--- src/rtl/bd_pwm_modulator.sv ---
module bd_pwm_modulator #(
  parameter int HALF_SLOW = 200,
  parameter int HALF_FAST = 160,
  parameter int CMD_W     = 12,
  parameter int MAX_PCT   = 95
) (
  input  logic                    clk,
  input  logic                    rst_n,
  input  logic                    enable,
  input  logic                    fault,
  input  logic                    freq_fast,
  input  logic signed [CMD_W-1:0] cmd,
  output logic                    drive_pos,
  output logic                    drive_neg,
  output logic                    out_hiz
);

  localparam int HMAX    = (HALF_SLOW > HALF_FAST) ? HALF_SLOW : HALF_FAST;
  localparam int HW      = $clog2(2 * HMAX + 1);
  localparam int PW      = CMD_W + HW + 2;
  localparam int HI_S    = HALF_SLOW * MAX_PCT / 100;
  localparam int HI_F    = HALF_FAST * MAX_PCT / 100;

  logic          fast_q;
  logic [HW-1:0] pcnt, thr_p, thr_n;
  logic [HW-1:0] half_q, last_q, carrier, hi_q, lo_q;

  wire blocked = !enable || fault;
  assign out_hiz = blocked;

  assign half_q  = fast_q ? HW'(HALF_FAST) : HW'(HALF_SLOW);
  assign last_q  = fast_q ? HW'(2 * HALF_FAST - 1) : HW'(2 * HALF_SLOW - 1);
  assign hi_q    = fast_q ? HW'(HI_F) : HW'(HI_S);
  assign lo_q    = fast_q ? HW'(HALF_FAST - HI_F) : HW'(HALF_SLOW - HI_S);
  assign carrier = (pcnt < half_q) ? (half_q - 1'b1 - pcnt) : (pcnt - half_q);

  assign drive_pos = !blocked && (carrier < thr_p);
  assign drive_neg = !blocked && (carrier < thr_n);

  // next-period thresholds, computed from the live inputs
  logic [HW-1:0]        new_half;
  logic signed [PW-1:0] cmd_x, half_x, prod, delta, mid, raw_p, raw_n, hi_x, lo_x;

  assign new_half = freq_fast ? HW'(HALF_FAST) : HW'(HALF_SLOW);
  assign cmd_x    = {{(PW-CMD_W){cmd[CMD_W-1]}}, cmd};
  assign half_x   = {{(PW-HW){1'b0}}, new_half};
  assign hi_x     = freq_fast ? PW'(HI_F) : PW'(HI_S);
  assign lo_x     = freq_fast ? PW'(HALF_FAST - HI_F) : PW'(HALF_SLOW - HI_S);
  assign prod     = cmd_x * half_x;
  assign delta    = prod >>> CMD_W;
  assign mid      = half_x >>> 1;
  assign raw_p    = mid + delta;
  assign raw_n    = mid - delta;

  function automatic logic [HW-1:0] clip(input logic signed [PW-1:0] v,
                                         input logic signed [PW-1:0] lo,
                                         input logic signed [PW-1:0] hi);
    logic signed [PW-1:0] r;
    r = (v > hi) ? hi : ((v < lo) ? lo : v);
    return r[HW-1:0];
  endfunction

  always_ff @(posedge clk) begin
    if (!rst_n) begin
      pcnt   <= '0;
      fast_q <= 1'b0;
      thr_p  <= HW'(HALF_SLOW / 2);
      thr_n  <= HW'(HALF_SLOW / 2);
    end else if (blocked || pcnt == last_q) begin
      pcnt   <= '0;
      fast_q <= freq_fast;
      thr_p  <= clip(raw_p, lo_x, hi_x);
      thr_n  <= clip(raw_n, lo_x, hi_x);
    end else begin
      pcnt   <= pcnt + 1'b1;
    end
  end


  hold_mid_period_chk: assert property (@(posedge clk) disable iff (!rst_n)
    (!blocked && pcnt != last_q) |=> ($stable(thr_p) && $stable(thr_n) && $stable(fast_q)));


  restart_on_release_chk: assert property (@(posedge clk) disable iff (!rst_n)
    $fell(out_hiz) |-> (pcnt == '0));


  thr_clamp_chk: assert property (@(posedge clk) disable iff (!rst_n)
    (thr_p <= hi_q) && (thr_p >= lo_q) && (thr_n <= hi_q) && (thr_n >= lo_q));


  edge_low_chk: assert property (@(posedge clk) disable iff (!rst_n)
    (!out_hiz && (pcnt == '0 || pcnt == last_q)) |-> (!drive_pos && !drive_neg));


  pulse_nest_chk: assert property (@(posedge clk) disable iff (!rst_n)
    (!out_hiz && thr_p >= thr_n && drive_neg) |-> drive_pos);


  period_wrap_chk: assert property (@(posedge clk) disable iff (!rst_n)
    (!blocked && pcnt == last_q) |=> (pcnt == '0));

endmodule

--- config.mk ---
export PLATFORM = sky130hd
export DESIGN_NAME = bd_pwm_modulator
export DESIGN_NICKNAME = d
export VERILOG_FILES = /design/src/rtl/bd_pwm_modulator.sv
export SDC_FILE = /design/constraint.sdc
export NUM_CORES = 1
export LEC_CHECK = 0
export ABC_AREA = 1
export BUFFER_PORTS_ARGS = -buffer_cell sky130_fd_sc_hd__buf_2
export CAP_MARGIN = 30
export CORE_MARGIN = 4
export CORE_UTILIZATION = 45
export DETAILED_ROUTE_END_ITERATION = 12
export RECOVER_POWER = 100
export REMOVE_ABC_BUFFERS = 1
export SYNTH_ARGS = -nofsm -noshare
export SYNTH_HDL_FRONTEND = slang
export SYNTH_SLANG_ARGS = --single-unit
--- constraint.sdc ---
create_clock -name clk -period 19.4 [get_ports clk]
set_input_delay 2.91 -clock clk [delete_from_list [all_inputs] [get_ports clk]]
set_output_delay 2.91 -clock clk [all_outputs]
set_load 0.02 [all_outputs]
Word level (Yosys, flattened, before mapping)
Cells that the tools add are included. Widths: inputs -> output; s select.

Muxes and demuxes: 10. Reduce and logical (&&, ||, !) cells: 7. Bitwise operators: 1. Add/sub/neg operators: 6. Order comparisons: 7. Eq/ne operators: 1. $mul: 1.

Operators with widths (count): $mux 9 (5); $mul 12x9->21 (1); $gt 10x9->1 (2); $lt 10x5->1 (2); $lt 9x9->1 (2); $mux 7 (2); $add 8x9->10 (1); $sub 8x9->10 (1); $add 9x1->9 const B (1); $eq 9x9->1 (1); $lt 9x8->1 (1); $sub 8x1->9 const B (1); $sub 9x8->9 (1); $sub 9x9->9 (1); $mux 8 (1); $mux 6 (1); $logic_and 1x1->1 (2); $logic_not 1->1 (2); $logic_or 1x1->1 (2); $mux 2 (1); $reduce_or 2->1 (1); $not 1->1 (1).

Bits of input ports: 17. Logic and storage cells: 37. Flip-flop bits (word level): 28. Output and inout bits: 3.

Depth between registers and ports, before layout
Depth in word-level cells: 6. Gate-level depth with buffers: 35. Gate-level depth less buffers: 34.

Least setup slack after synthesis
OpenSTA, ideal clock, no wires.

Kind: input -> register. Start point: input freq_fast. End point: register thr_p[4]. Path slack: 11.253 ns. Setup time: 0.117 ns. Buffers on the path: 2. Data arrival time: 8.030 ns. Data required time: 19.283 ns. Stages: 31. Path through: clkbuf_1 > inv_1 > clkbuf_1 > o21ai_0 > fa_1 > fa_1 > ha_1 > ha_1 > nand2_1 > nor2_2 > nand2_2 > nand3_2 > nand2_2 > nand2_1 > nand2_1 > and2_1 > ha_1 > nand2_1 > o21bai_2 > xor2_2 > ha_1 > inv_1 > nor2_1 > nand2_1 > nor3_1 > o211ai_1 > nand3_1 > nand2_2 > a21oi_1 > o21a_1 > nor2_1.

Longest elaborated chain between the ends: 6. Elaborated cells between the ends (all ways): 9. Classes of those cells: 1 x add/sub; 1 x mul; 2 x order compare; 5 x mux.

Ends and longest elaborated chain: start: declaration (RTL line 11) `input logic freq_fast,`; $mux 7 (RTL line 44) `assign new_half = freq_fast ? HW'(HALF_FAST) : HW'(HALF_SLOW);`; $mul 12x9->21 (RTL line 49) `assign prod = cmd_x * half_x;`; $add 8x9->10 (RTL line 52) `assign raw_p = mid + delta;`; $lt 10x5->1 (RTL line 59) `r = (v > hi) ? hi : ((v < lo) ? lo : v);`; $mux 9 (RTL line 59); $mux 9 * (RTL line 59); end signal: assignment (RTL line 67) `thr_p <= HW'(HALF_SLOW / 2);`; end signal: assignment (RTL line 72) `thr_p <= clip(raw_p, lo_x, hi_x);`; end: declaration (RTL line 25) `logic [HW-1:0] pcnt, thr_p, thr_n;`.

Every way passes the cells marked *; elsewhere a longest branch is shown, timed or not. A chain may end at the register's enable or synchronous reset.

Worst setup path in the final report
Start point: input freq_fast. End point: register thr_p[6].

Same word-level chain as after synthesis.

==> load_flow_metrics.sql <==
INSERT INTO impl_metrics (metric_group, metric, value, unit) VALUES
('detailed_routing', 'remaining_drc_errors', '0', ''),
('floorplan', 'floorplan.die.height', '106', 'um'),
('floorplan', 'core_area', '9240', 'sq um'),
('grt', 'global_route.usage.total', '0.170', ''),
('critical_path', 'worst-r2r-setup-slack', '16.53', 'ns'),
('pwr', 'powerDensity', '163', 'nW/um^2'),
('floorplan', 'die_width', '106', 'um'),
('cells_and_area', 'antennaDiodeCount', '0', ''),
('detailed_routing', 'route.detailed.vias_per_inst', '4.99', ''),
('pwr', 'power_switching_share', '0.574', ''),
('detailed_routing', 'avgRoutedWirePerCell', '11.9', 'um'),
('sta', 'hold_ws', '0.447', 'ns'),
('synthesis', 'mappedNetlistArea', '4290', 'sq um'),
('run', 'maxCapViolCount', '0', ''),
('cells_and_area', 'most-common-layout-cells', 'nand2_1, inv_1, ha_1', ''),
('pwr', 'power.share.combinational', '0.847', ''),
('synthesis', 'synth-async-reset-ratio', '0', ''),
('clocking', 'htree_levels', '1', ''),
('clocking', 'cts.clk_slew.worst_paths', '0.10', 'ns'),
('sta', 'worst_slew_margin_rel', '0.178', ''),
('critical_path', 'slowest_stage', 'clkbuf_1', ''),
('sta', 'worst-slew-pin-transition', '1.23', 'ns'),
('critical_path', 'worstSetupStartpointType', 'input port', ''),
('cells_and_area', 'filler_cell_count', '966', ''),
('detailed_routing', 'detail_route.first_pass.iterations', '4', ''),
('pwr', 'power.clock.fraction', '0.043', ''),
('critical_path', 'reg2regPathDepth', '10', ''),
('pwr', 'portion_of_total_power_attributed_to_sequential_cells', '0.109', ''),
('cells_and_area', 'area_growth', '6.22', '%'),
('pwr', 'ir_drop', '0.0591', 'mV'),
('hold_path', 'hold_depth', '2', ''),
('cells_and_area', 'finish.cell_count_without_fillers', '759', ''),
('clocking', 'clock_tree_root_driver_cell', 'clkbuf_8', ''),
('synthesis', 'yosys.cell_types.count', '44', ''),
('synthesis', 'synthesis.yosys.warnings', '0', ''),
('sta', 'setup_total_negative_slack', '0', 'ns'),
('critical_path', 'worst_ep_required_time', '19.61', 'ns'),
('sta', 'hold_viol', '0', ''),
('placement', 'io_buffer_count', '19', ''),
('clocking', 'clock-sinks', '28', ''),
('grt', 'first_global_vias', '3671', ''),
('cells_and_area', 'nNetsFinal', '748', ''),
('cells_and_area', 'drive_gt1_frac', '0.0603', ''),
('placement', 'dp_hpwl', '7.90', 'mm'),
('clocking', 'cts_inserted_buffers', '3', ''),
('outcome', 'run_status', 'finished, final reports clean', ''),
('hold_path', 'whs_endpoint', 'thr_n[8]', ''),
('detailed_routing', 'detail_route.iter0.violations', '150', ''),
('hold_path', 'min_path_type', 'flip-flop to flip-flop', ''),
('critical_path', 'critPathArrivalTime', '9.87', 'ns'),
('pwr', 'p_switching', '427', 'uW'),
('critical_path', 'criticalPathCategory', 'input port to flip-flop', ''),
('grt', 'initial_antenna_violation_count', '0', ''),
('synthesis', 'yosys_register_bits', '28', ''),
('sta', 'timing.fmax', '104', 'MHz'),
('sta', 'maxSlewViolCount', '0', ''),
('critical_path', 'path_common_cell', 'nand2_1', ''),
('clocking', 'clk_latency', '0.28', 'ns'),
('grt', 'grt_max_degree', '25', ''),
('clocking', 'post_cts_hold_buffer_count', '0', ''),
('critical_path', 'worstReg2RegStart', 'fast_q', ''),
('sta', 'setup_violations', '0', ''),
('synthesis', 'synth_enable_flop_cells', '0', ''),
('placement', 'post-place-cells', '756', ''),
('clocking', 'postCtsSetupRepairBufs', '0', ''),
('synthesis', 'synthFlopType', 'dfxtp_1', ''),
('pwr', 'totalPowerFinal', '743', 'uW'),
('floorplan', 'fp.dieArea', '11200', 'sq um'),
('sta', 'setup_clock_skew_after_layout', '0.00844', 'ns'),
('sta', 'final_min_period_over_clock_period', '0.498', ''),
('sta', 'rsz_0062_raised_after_global_routing', 'no', '');
## critical path, delay by kind of cell
| kind | cells | cell delay (ns) |
|---|---|---|
| AOI/OAI and AO/OA | 4 | 0.63 |
| xor gates and xnor gates | 1 | 0.13 |
| adders and majority gates | 6 | 2.35 |
| buffers and inverters | 3 | 1.58 |
| and+or+nand+nor | 17 | 2.24 |
## through the flow
| stage | setup slack [ns] | area (sq um) | util |
|---|---|---|---|
| after floorplan | 11.58 | 4290 | - |
| after global placement | 10.54 | 4550 | 0.492 |
| after detailed placement | 10.48 | 4550 | 0.492 |
| after CTS | 10.76 | 4590 | 0.497 |
| after global routing | 9.06 | 4550 | 0.493 |
| final | 9.75 | 4550 | 0.493 |
## cells by family after synthesis
group,after synthesis,synth area share
and+or+nand+nor,256,0.271
buffers and inverters,117,0.102
adders and majority gates,99,0.331
muxes,2,0.00496
DFF,28,0.131
other,2,0.00175
AOI/OAI and AO/OA,80,0.110
xor gates and xnor gates,22,0.0485
## layout make-up
class | count | area, sq um | share of cell area
Clock buffer | 3 | 41.3 | 0.00907
Sequential cell | 28 | 561 | 0.123
Timing Repair Buffer | 19 | 90.1 | 0.0198
Inverter | 111 | 417 | 0.0915
Tap cell | 129 | 161 | 0.0354
Multi-Input combinational cell | 469 | 3280 | 0.721
## flip-flops by register name, summed over array words and instances (netlist names)
register and count:
pcnt 9, thr_p 9, fast_q 1, thr_n 9
## worst max-delay path by stage
stage               startpoint        to  slack [ns]  cells after the start
floorplan            freq_fast  thr_n[4]       11.58                     32
global placement     freq_fast  thr_n[7]       10.54                     33
detailed placement   freq_fast  thr_n[4]       10.48                     33
CTS                  freq_fast  thr_n[4]       10.76                     33
global route         freq_fast  thr_p[6]        9.06                     30
finish               freq_fast  thr_p[6]        9.75                     31
## power groups by stage
stage	Clock, mW	Sequential, mW	Combinational [mW]
floorplan	0	0.0803	0.521
global placement	0	0.0824	0.639
detailed placement	0	0.0826	0.646
CTS	0.0332	0.0813	0.650
global route	0.0347	0.0833	0.737
finish	0.0321	0.0813	0.630
## synth_stat cells (6+ instances only)
master,n,share of area
nand2_2,11,0.016
o21bai_1,11,0.019
ha_1,75,0.22
a21oi_1,32,0.037
nand3_1,37,0.043
dfxtp_1,28,0.13
xor2_1,14,0.029
nand4_1,10,0.015
fa_1,24,0.11
nand2_1,122,0.11
inv_1,110,0.096
xnor2_1,6,0.012
o21ai_0,19,0.022
nor2_1,48,0.042
a31oi_1,6,0.0088
## routing by layer
| layer | wire length [um] | part of all wire | up-vias | GRT usage |
|---|---|---|---|---|
| met2 | 4670 | 0.52 | 51 | 0.320 |
| met5 | 0 | 0 | - | 0 |
| met1 | 4060 | 0.45 | 1737 | 0.207 |
| met3 | 188 | 0.021 | 12 | 0.00980 |
| li1 | - | - | 1986 | - |
| met4 | 143 | 0.016 | 0 | 0.0481 |
No activity file was read; power rests on OpenSTA's default activity.
